File: src/rtl/lzc_pkg.sv
package lzc_pkg;

  localparam int unsigned LZC_DATA_W  = 64;
  localparam int unsigned LZC_GROUP_W = 8;

  // Size code to examined operand width. Codes 2'b10 and 2'b11 both mean full width.
  function automatic int unsigned op_width(input logic [1:0] sz, input int unsigned dw);
    case (sz)
      2'b00:   return dw / 4;
      2'b01:   return dw / 2;
      default: return dw;
    endcase
  endfunction

endpackage

File: src/rtl/lzc_align.sv
// Places the selected field at the top of the vector and fills the vacated low bits with zeros.
module lzc_align #(
  parameter int unsigned DATA_W = lzc_pkg::LZC_DATA_W,
  localparam int unsigned CNT_W = $clog2(DATA_W) + 1
) (
  input  logic [DATA_W-1:0] src_i,
  input  logic [1:0]        size_i,
  output logic [DATA_W-1:0] aligned_o,
  output logic [CNT_W-1:0]  width_o
);
  localparam int unsigned QTR = DATA_W / 4;
  localparam int unsigned HLF = DATA_W / 2;

  always_comb begin
    case (size_i)
      2'b00:   aligned_o = {src_i[QTR-1:0], {(DATA_W-QTR){1'b0}}};
      2'b01:   aligned_o = {src_i[HLF-1:0], {(DATA_W-HLF){1'b0}}};
      default: aligned_o = src_i;
    endcase
    width_o = CNT_W'(lzc_pkg::op_width(size_i, DATA_W));
  end

endmodule

File: src/rtl/lzc_group_scan.sv
// Two-level leading zero scan: a local count inside each group, then the first nonzero group wins.
module lzc_group_scan #(
  parameter int unsigned DATA_W  = lzc_pkg::LZC_DATA_W,
  parameter int unsigned GROUP_W = lzc_pkg::LZC_GROUP_W,
  localparam int unsigned CNT_W  = $clog2(DATA_W) + 1
) (
  input  logic [DATA_W-1:0] vec_i,
  output logic [CNT_W-1:0]  count_o,
  output logic              all_zero_o
);
  localparam int unsigned NGRP   = DATA_W / GROUP_W;
  localparam int unsigned GIDX_W = $clog2(GROUP_W);

  function automatic logic [GIDX_W-1:0] group_lz(input logic [GROUP_W-1:0] g);
    logic [GIDX_W-1:0] n;
    logic              hit;
    n   = '0;
    hit = 1'b0;
    for (int b = GROUP_W - 1; b >= 0; b--) begin
      if (!hit) begin
        if (g[b]) hit = 1'b1;
        else      n = n + GIDX_W'(1);
      end
    end
    return n;
  endfunction

  logic [NGRP-1:0]   grp_nz;
  logic [GIDX_W-1:0] grp_lz [NGRP];

  // Group 0 holds the most significant bits.
  for (genvar g = 0; g < NGRP; g++) begin : g_grp
    logic [GROUP_W-1:0] bits;
    assign bits      = vec_i[DATA_W-1-g*GROUP_W -: GROUP_W];
    assign grp_nz[g] = |bits;
    assign grp_lz[g] = group_lz(bits);
  end

  always_comb begin
    count_o    = CNT_W'(DATA_W);
    all_zero_o = 1'b1;
    for (int g = NGRP - 1; g >= 0; g--) begin
      if (grp_nz[g]) begin
        count_o    = CNT_W'(g * GROUP_W) + CNT_W'(grp_lz[g]);
        all_zero_o = 1'b0;
      end
    end
  end

endmodule

File: src/rtl/lzc_flags.sv
// Final count and condition flags from the raw scan.
module lzc_flags #(
  parameter int unsigned DATA_W = lzc_pkg::LZC_DATA_W,
  localparam int unsigned CNT_W = $clog2(DATA_W) + 1
) (
  input  logic [CNT_W-1:0] raw_count_i,
  input  logic             field_zero_i,
  input  logic [CNT_W-1:0] width_i,
  output logic [CNT_W-1:0] count_o,
  output logic             zf_o,
  output logic             cf_o,
  output logic             of_o
);
  always_comb begin
    count_o = field_zero_i ? width_i : raw_count_i;
    cf_o    = field_zero_i;
    zf_o    = (count_o == '0);
    of_o    = 1'b0;
  end

endmodule

File: src/rtl/lzc_unit.sv
module lzc_unit #(
  parameter int unsigned DATA_W  = lzc_pkg::LZC_DATA_W,
  parameter int unsigned GROUP_W = lzc_pkg::LZC_GROUP_W
) (
  input  logic              clk_i,
  input  logic              rst_i,
  input  logic              in_valid_i,
  input  logic [DATA_W-1:0] src_i,
  input  logic [1:0]        size_i,
  output logic              out_valid_o,
  output logic [DATA_W-1:0] count_o,
  output logic              zf_o,
  output logic              cf_o,
  output logic              of_o
);
  localparam int unsigned CNT_W = $clog2(DATA_W) + 1;

  logic [DATA_W-1:0] aligned_w;
  logic [CNT_W-1:0]  width_w;
  logic [CNT_W-1:0]  raw_count_w;
  logic              field_zero_w;
  logic [CNT_W-1:0]  count_w;
  logic              zf_w, cf_w, of_w;
  logic              load_w;

  logic [CNT_W-1:0]  cnt_q;
  logic              zf_q, cf_q, of_q, vld_q;

  assign load_w = in_valid_i;

  lzc_align #(.DATA_W(DATA_W)) u_align (
    .src_i    (src_i),
    .size_i   (size_i),
    .aligned_o(aligned_w),
    .width_o  (width_w)
  );

  lzc_group_scan #(.DATA_W(DATA_W), .GROUP_W(GROUP_W)) u_scan (
    .vec_i     (aligned_w),
    .count_o   (raw_count_w),
    .all_zero_o(field_zero_w)
  );

  lzc_flags #(.DATA_W(DATA_W)) u_flags (
    .raw_count_i (raw_count_w),
    .field_zero_i(field_zero_w),
    .width_i     (width_w),
    .count_o     (count_w),
    .zf_o        (zf_w),
    .cf_o        (cf_w),
    .of_o        (of_w)
  );

  always_ff @(posedge clk_i) begin
    if (rst_i) begin
      cnt_q <= '0;
      zf_q  <= 1'b0;
      cf_q  <= 1'b0;
      of_q  <= 1'b0;
      vld_q <= 1'b0;
    end else begin
      vld_q <= load_w;
      if (load_w) begin
        cnt_q <= count_w;
        zf_q  <= zf_w;
        cf_q  <= cf_w;
        of_q  <= of_w;
      end
    end
  end

  assign out_valid_o = vld_q;
  assign count_o     = DATA_W'(cnt_q);
  assign zf_o        = zf_q;
  assign cf_o        = cf_q;
  assign of_o        = of_q;

endmodule

File: config.mk
export PLATFORM = sky130hd
export DESIGN_NAME = lzc_unit
export DESIGN_NICKNAME = d
export VERILOG_FILES = /design/src/rtl/lzc_pkg.sv /design/src/rtl/lzc_align.sv /design/src/rtl/lzc_group_scan.sv /design/src/rtl/lzc_flags.sv /design/src/rtl/lzc_unit.sv
export SDC_FILE = /design/constraint.sdc
export NUM_CORES = 1
export LEC_CHECK = 0
export BUFFER_PORTS_ARGS = -buffer_cell sky130_fd_sc_hd__buf_4
export CORE_ASPECT_RATIO = 1.75
export CORE_MARGIN = 2
export CORE_UTILIZATION = 35
export DETAILED_ROUTE_END_ITERATION = 12
export GPL_ROUTABILITY_DRIVEN = 0
export HOLD_SLACK_MARGIN = 0.03
export PLACE_DENSITY = 0.62
export SLEW_MARGIN = 20
export SYNTH_ARGS = -nofsm -noshare
export SYNTH_HDL_FRONTEND = slang
export SYNTH_HIERARCHICAL = 1
export SYNTH_SLANG_ARGS = --single-unit
File: constraint.sdc
create_clock -name clk_i -period 6 [get_ports clk_i]
set_input_delay 0.3 -clock clk_i [delete_from_list [all_inputs] [get_ports clk_i]]
set_output_delay 0.3 -clock clk_i [all_outputs]
set_load 0.01 [all_outputs]
==> reports/metrics.csv, run 1 <==
metric,value,unit
Final setup violation count,0,
DR DRC count,0,
share of layout cells above drive strength 1,17.8,%
Tmin final,5210,ps
antenna violations before repair,0,
port buffer count,79,
H-Tree Depth,1,
post-route cell area,0.00467,mm2
vias in the first global route,4061,
register area share after synthesis,5.28,%
via/cell ratio,5.34,
cell row count,52,
"commonest non-fill, non-tap cell in the layout",buf_4,
register share of total power,13.0,%
largest net degree at the start of global routing,50,
hold_buf cts,0,
Tcrit/Tclk final,86.9,%
net switching power,0.000256,W
Worst Path Arrival,5390,ps
HPWL after DPL,10.1,mm
Net Sw Frac,42.8,%
"Clk Latency, worst-skew pair",230,ps
Inserted Clock Buffers,3,
Iteration-0 DRC Markers,142,
Overall Global Routing Usage,17.7,%
most frequent cells in the layout,"85 x buf_4, 65 x nor2_1, 62 x conb_1",
total gr overflow,0,
Post-Synth XOR/XNOR Area,2.10,%
Peak Freq,0.192,GHz
Pint,0.000341,W
initial core utilization,36.0,%
pwr/cell area,128,mW/mm2
VDD IR max,0.169,mV
RSZ-0062 raised after global routing,no,
DP Area,0.00459,mm2
Ys Warns,6,
WS Path Type,input port to flop,
number of filler cells placed in the layout,1192,
# diodes,0,
CTS resizes,0,
Sum Neg Setup Slack,0,ps
Mapped Area,0.00417,mm2
Clock Tree Root,clkbuf_16,
Most used DFF post-synth,dfxtp_1,
die width,86.5,um
die height,148,um
Startpoint Class,input port,
"Req. time, crit path",6180,ps
CTS tree,done,
clk sinks,11,
Clock Power Share,20.5,%
simple-gate share of the synthesized area,29.3,%
die area,0.0128,mm2
global-route wire length before repair,18.7,mm
multiplexer share of the synthesized area,13.9,%
crit path capture type,flop,
max-slew violation count,0,
DR vias,4231,
Clock Skew,0,ps
# IOs,137,
Rel. slew slack,40.8,%
Clock Tree Buf Depth,2,
number of synthesized flops with an enable pin,0,
Yosys cell types,62,
final hold viol count,0,
First-pass DRT Iterations,6,
Layout Nets,759,
Detailed Route WL,11.8,mm
largest family of logic cells by synthesized area,simple AND/OR/NAND/NOR gates,
Gate power share,66.4,%
Synth Area in Compound Gates,22.4,%
Hold Crit Class,input port to flop,
Area Growth Syn to Fin,12.0,%
worst-path fanout max,49,
Post-CTS Setup Bufs,0,
Yosys reg bits,11,
Mapped Avg Cell Area,7.02,um2
Worst-path clk slew,40,ps
Syn Inst Count,594,
adder-cell share of the synthesized area,9.60,%
utilization after layout,40.3,%
WL/cell,14.9,um
maxcap violations,0,
Routed Antenna Nets,0,
Pleak,2.20,nW
"FFs w/ async S/R, synth",0,%
core area,0.0116,mm2
Least-Margin Pin Slew,880,ps
status,"finished, final reports clean",
power groups by stage:
stage | Combinational (W) | Sequential, W | Clock (W)
CTS | 0.000394 | 0.0000779 | 0.000123
global placement | 0.000378 | 0.0000789 | 0
detailed placement | 0.000392 | 0.0000791 | 0
floorplan | 0.000315 | 0.0000801 | 0
finish | 0.000397 | 0.0000779 | 0.000123
global route | 0.000444 | 0.0000782 | 0.000125
kinds of logic after synthesis:
group	count (synthesis)
xor gates and xnor gates	10
and+or+nand+nor	233
DFF	11
AOI/OAI and AO/OA	138
buffers and inverters	112
other	3
muxes	55
adders and majority gates	32
area by class of cell:
cell class / instances / area, um2 / share of cell area [%]
inverter: 27 / 101 / 2.17
multi-input combinational: 530 / 3460 / 74.1
timing repair buffer: 85 / 638 / 13.7
tap: 135 / 169 / 3.62
sequential: 11 / 220 / 4.72
clock buffer: 4 / 78.8 / 1.69
worst paths after layout:
path,slack (ps),depth (start not counted),start,endpoint
setup / recovery,790,26,size_i[1],zf_o
hold / removal,310,2,rst_i,zf_o
setup reg to reg,5350,2,cnt_q[1],cnt_q[1]
hold reg to reg,500,2,cnt_q[2],cnt_q[2]
critical path: stages:
cell      delay [ps]
buf_4            240
o21ai_0          610
nor2_1           160
ha_1             350
o21a_1           200
ha_1             280
mux2_2           250
o21ai_0          220
inv_1            100
ha_1             320
a21o_1           170
ha_1             270
mux2i_1           60
a21oi_1          230
ha_1             200
inv_1             40
a21oi_1          140
o32a_1           170
o21ai_0          130
a211oi_1         250
nor2_1           100
nor3_1           130
a21oi_1           90
nor4b_4          210
mux2i_1          100
nor2_1            80
routing by layer:
metal | GRT usage (%) | vias up | wire length, um
li1 | - | 2109 | -
met1 | 19.1 | 1936 | 4440
met2 | 34.5 | 149 | 6350
met3 | 0.999 | 37 | 503
met4 | 7.19 | 0 | 500
met5 | 0 | - | 0
synth_stat cells, types with 16 or more instances:
cell type  count  area share (%)
ha_1          32             9.6
inv_1         27             2.4
mux2i_1       38             9.1
nor2_1        65             5.9
o21ai_0       33             4.0
nor3_1        17             2.0
a21oi_1       34             4.1
a22o_1        16             3.4
nand2_1       47             4.2
buf_4         65              12
and2_1        36             5.4
per-stage QoR:
step	hold WS, ps	power (W)	cells	worst slack [ps]
after floorplan	372	0.000395	653	1030
after global placement	483	0.000457	788	838
after detailed placement	485	0.000471	788	586
after CTS	315	0.000595	792	806
after global routing	330	0.000648	792	219
final	312	0.000597	792	787
state kept, by name, summed over array words and instances (netlist names):
name / count
zf_o: 1
cnt_q: 7
of_o: 1
out_valid_o: 1
cf_o: 1
No activity file was read; power rests on OpenSTA's default activity.
==> inputs of run 2 (changes only) <==
- ABC_CLOCK_PERIOD_IN_PS: default -> 6000
- CORE_UTILIZATION: 35 -> 34
- PLACE_DENSITY: 0.62 -> 0.6
==> reports/metrics.csv, run 2 (synthesis results as in run 1) <==
metric,value,unit
DR vias,4188,
Clock Skew,0,ps
antenna violations before repair,0,
final hold viol count,0,
Rel. slew slack,41.6,%
register share of total power,13.1,%
pwr/cell area,126,mW/mm2
crit path capture type,flop,
core area,0.0120,mm2
die area,0.0132,mm2
die height,150,um
Area Growth Syn to Fin,12.5,%
initial core utilization,34.7,%
VDD IR max,0.183,mV
CP peak stage delay,430,ps
"Clk Latency, worst-skew pair",240,ps
# diodes,0,
via/cell ratio,5.11,
net switching power,0.000253,W
cell row count,53,
maxcap violations,0,
RSZ-0062 raised after global routing,no,
Overall Global Routing Usage,17.4,%
global-route wire length before repair,18.7,mm
WS Path Type,input port to flop,
"Req. time, crit path",6180,ps
utilization after layout,39.1,%
Biggest register,cnt_q,
Gate power share,66.4,%
Worst Path Arrival,5410,ps
Iteration-0 DRC Markers,210,
share of layout cells above drive strength 1,17.6,%
Worst-path clk slew,40,ps
DR DRC count,0,
Clock Tree Buf Depth,2,
Sum Neg Setup Slack,0,ps
Detailed Route WL,11.6,mm
Tcrit/Tclk final,87.3,%
Crit path top cell by count,ha_1,
r2r endpoint,cnt_q[6],
Hold Crit Class,input port to flop,
max reg flops,7,
Clock Power Share,20.5,%
"commonest non-fill, non-tap cell in the layout",buf_4,
Tmin final,5240,ps
final worst setup slack,761,ps
Clock Tree Root,clkbuf_16,
total gr overflow,0,
Inserted Clock Buffers,3,
max-slew violation count,0,
number of filler cells placed in the layout,1271,
Layout Nets,757,
vias in the first global route,4093,
WL/cell,14.2,um
internal reg-to-reg setup slack,5360,ps
H-Tree Depth,1,
Reg2Reg Depth,2,
hold path depth,2,
Pleak,2.19,nW
Startpoint Class,input port,
First-pass DRT Iterations,4,
Final setup violation count,0,
hold slack,313,ps
slowest CP cell,buf_4,
Peak Freq,0.191,GHz
Least-Margin Pin Slew,868,ps
worst-path fanout max,68,
Routed Antenna Nets,0,
Critical Path Source,size_i[1],
clk sinks,11,
port buffer count,79,
status,"finished, final reports clean",
Pint,0.000340,W
Hold Path Origin,rst_i,
largest net degree at the start of global routing,69,
Worst Hold End,cnt_q[3],
most frequent cells in the layout,"83 x buf_4, 65 x nor2_1, 62 x conb_1",
dpl ws,458,ps
Net Sw Frac,42.6,%
CTS tree,done,
HPWL after DPL,10.1,mm
# IOs,137,
FF-to-FF Start,cnt_q[6],
die width,87.7,um
run 2: cell types whose count changed in the layout (fill, tap and decap cells not counted), sizes merged:
| cell | delta |
|---|---|
| buf | -2 |
run 2: power by group through the flow:
stage | combinational (W) | sequential (W) | clock, W
6_report | 0.000394 | 0.0000777 | 0.000122
3_5_place_dp | 0.000391 | 0.0000789 | 0
5_1_grt | 0.000442 | 0.0000779 | 0.000127
2_1_floorplan | 0.000315 | 0.0000801 | 0
3_3_place_gp | 0.000378 | 0.0000789 | 0
4_1_cts | 0.000393 | 0.0000776 | 0.000124
run 2: stage by stage:
step / area, um2 / std cells / power, W
floorplan: 4390 / 653 / 0.000395
global placement: 4610 / 816 / 0.000457
detailed placement: 4610 / 816 / 0.000470
CTS: 4690 / 820 / 0.000595
global route: 4690 / 820 / 0.000647
finish: 4690 / 820 / 0.000593
run 2: final cells by class:
cell class / count / area [um2] / share of cell area, %
repair buffers: 83 / 623 / 13.3
clock buffers: 4 / 78.8 / 1.68
multi-input cells: 530 / 3460 / 73.8
well taps: 165 / 206 / 4.40
flip-flops and latches: 11 / 220 / 4.69
inverters: 27 / 101 / 2.16
run 2: critical path: cells and delay by family:
kind                       cells  cell delay [ps]
buffers and inverters          3              570
muxes                          3              420
adders and majority gates      5             1400
AOI/OAI and AO/OA             10             1920
and+or+nand+nor                6              780
run 2: worst max path at each step:
stage	endpoint	slack, ps
finish	zf_o	760
global route	zf_o	80
CTS	zf_o	650
detailed placement	zf_o	460
global placement	zf_o	750
floorplan	zf_o	1030
run 2: routing by layer:
| layer | up-vias | track usage, % | part of all wire, % |
|---|---|---|---|
| li1 | 2098 | - | - |
| met1 | 1920 | 18.3 | 37 |
| met2 | 142 | 33.9 | 54 |
| met3 | 28 | 1.32 | 4.2 |
| met4 | 0 | 7.38 | 4.4 |
| met5 | - | 0 | 0 |
run 2: repair_timing:
action,4_1_cts,5_1_grt
gates resized for setup,0,2
endpoints found under the setup margin,0,1
setup buffers,0,0
hold buffers,0,0
==> inputs of run 3 (changes only) <==
- CTS_BUF_LIST: default -> sky130_fd_sc_hd__clkbuf_4 sky130_fd_sc_hd__clkbuf_8
==> reports/metrics.csv, run 3 (synthesis results as in run 1) <==
metric,value,unit
"commonest non-fill, non-tap cell in the layout",buf_4,
pwr/cell area,118,mW/mm2
RSZ-0062 raised after global routing,no,
Iteration-0 DRC Markers,229,
WL/cell,14.2,um
max-slew violation count,0,
net switching power,0.000246,W
DR vias,4184,
DP Area,0.00461,mm2
initial core utilization,34.7,%
VDD IR max,0.137,mV
Final setup violation count,0,
Buffers & Inverters on Critical Path,3,
First-pass DRT Iterations,4,
Clock Tree Buf Depth,2,
Clock Skew,0,ps
Area Growth Syn to Fin,11.8,%
Tmin final,5350,ps
Least-Margin Pin Slew,885,ps
"Req. time, crit path",6180,ps
r2r endpoint,cnt_q[6],
HPWL after DPL,10.1,mm
largest net degree at the start of global routing,69,
internal reg-to-reg setup slack,5350,ps
# IOs,137,
Worst-path clk slew,50,ps
Layout Nets,757,
via/cell ratio,5.10,
Worst Path Arrival,5530,ps
Biggest register,cnt_q,
Pleak,2.17,nW
Clock Tree Root,clkbuf_8,
die width,87.7,um
Worst Hold End,cnt_q[3],
WS Path Type,input port to flop,
Rel. slew slack,40.5,%
Hold Crit Class,input port to flop,
hold_buf cts,0,
post-route cell area,0.00466,mm2
CTS resizes,0,
utilization after layout,38.8,%
H-Tree Depth,1,
cell row count,53,
CP peak stage delay,620,ps
vias in the first global route,4086,
Post-CTS Setup Bufs,0,
crit path capture type,flop,
Inserted Clock Buffers,3,
clk sinks,11,
Pint,0.000302,W
Clock Power Share,14.1,%
Hold Path Origin,rst_i,
slowest CP cell,o21ai_0,
Detailed Route WL,11.6,mm
"Clk Latency, worst-skew pair",230,ps
# diodes,0,
Gate power share,71.8,%
Net Sw Frac,44.9,%
Startpoint Class,input port,
DR DRC count,0,
final hold viol count,0,
antenna violations before repair,0,
Reg2Reg Depth,2,
share of layout cells above drive strength 1,17.7,%
Routed Antenna Nets,0,
Tcrit/Tclk final,89.2,%
Crit path top cell by count,ha_1,
die area,0.0132,mm2
worst-path fanout max,68,
status,"finished, final reports clean",
global-route wire length before repair,18.6,mm
port buffer count,79,
FF-to-FF Start,cnt_q[6],
core area,0.0120,mm2
hold path depth,2,
most frequent cells in the layout,"83 x buf_4, 65 x nor2_1, 62 x conb_1",
CTS tree,done,
maxcap violations,0,
max reg flops,7,
die height,150,um
total gr overflow,0,
Peak Freq,0.187,GHz
Sum Neg Setup Slack,0,ps
register share of total power,14.1,%
Worst path top cell family by delay,compound AO/OA/AOI/OAI gates,
Overall Global Routing Usage,17.3,%
[run 3: cell types whose count changed in the layout (fill, tap and decap cells not counted)]
cell       before  now
clkbuf_4        0    1
o21ai_1         2    0
clkbuf_8        0    3
o21ai_0        31   33
clkbuf_1        1    0
clkbuf_16       3    0
[run 3: power by group through the flow]
| stage | combinational [W] | clock [W] | sequential (W) |
|---|---|---|---|
| 2_1_floorplan | 0.000315 | 0 | 0.0000801 |
| 6_report | 0.000394 | 0.0000775 | 0.0000775 |
| 5_1_grt | 0.000442 | 0.0000832 | 0.0000776 |
| 4_1_cts | 0.000393 | 0.0000795 | 0.0000774 |
| 3_3_place_gp | 0.000378 | 0 | 0.0000789 |
| 3_5_place_dp | 0.000391 | 0 | 0.0000789 |
[run 3: area by class of cell]
class / instances / area [um2]
Fill cell: 1277 / 7340
Multi-Input combinational cell: 530 / 3460
Timing Repair Buffer: 83 / 623
Sequential cell: 11 / 220
Tap cell: 165 / 206
Inverter: 27 / 101
Clock buffer: 4 / 48.8
[run 3: worst max-delay path by stage]
stage               endpoint  depth (start not counted)       from  slack (ps)
detailed placement      zf_o                         26  size_i[1]         460
global route            zf_o                         27  size_i[1]          50
global placement        zf_o                         26  size_i[1]         750
floorplan               zf_o                         25  size_i[0]        1030
CTS                     zf_o                         26  size_i[1]         690
finish                  zf_o                         26  size_i[1]         650
[run 3: worst reg2reg max path, stage by stage, from the launching register on]
cell and delay (ps):
dfxtp_1 310, mux2i_1 170, nor2_1 60
[run 3: per-layer routing]
metal | global-route usage, % | share of wire [%] | vias to the layer above
li1 | - | - | 2099
met5 | 0 | 0 | -
met3 | 1.32 | 3.8 | 25
met1 | 18.3 | 38 | 1925
met2 | 33.8 | 54 | 135
met4 | 7.15 | 4.2 | 0
[run 3: stage by stage]
| step | cells | hold slack (ps) | power [W] | setup slack (ps) |
|---|---|---|---|---|
| global placement | 816 | 481 | 0.000457 | 753 |
| CTS | 820 | 314 | 0.000550 | 686 |
| detailed placement | 816 | 487 | 0.000470 | 458 |
| finish | 820 | 316 | 0.000549 | 650 |
| global route | 820 | 327 | 0.000603 | 48.5 |
| floorplan | 653 | 372 | 0.000395 | 1030 |
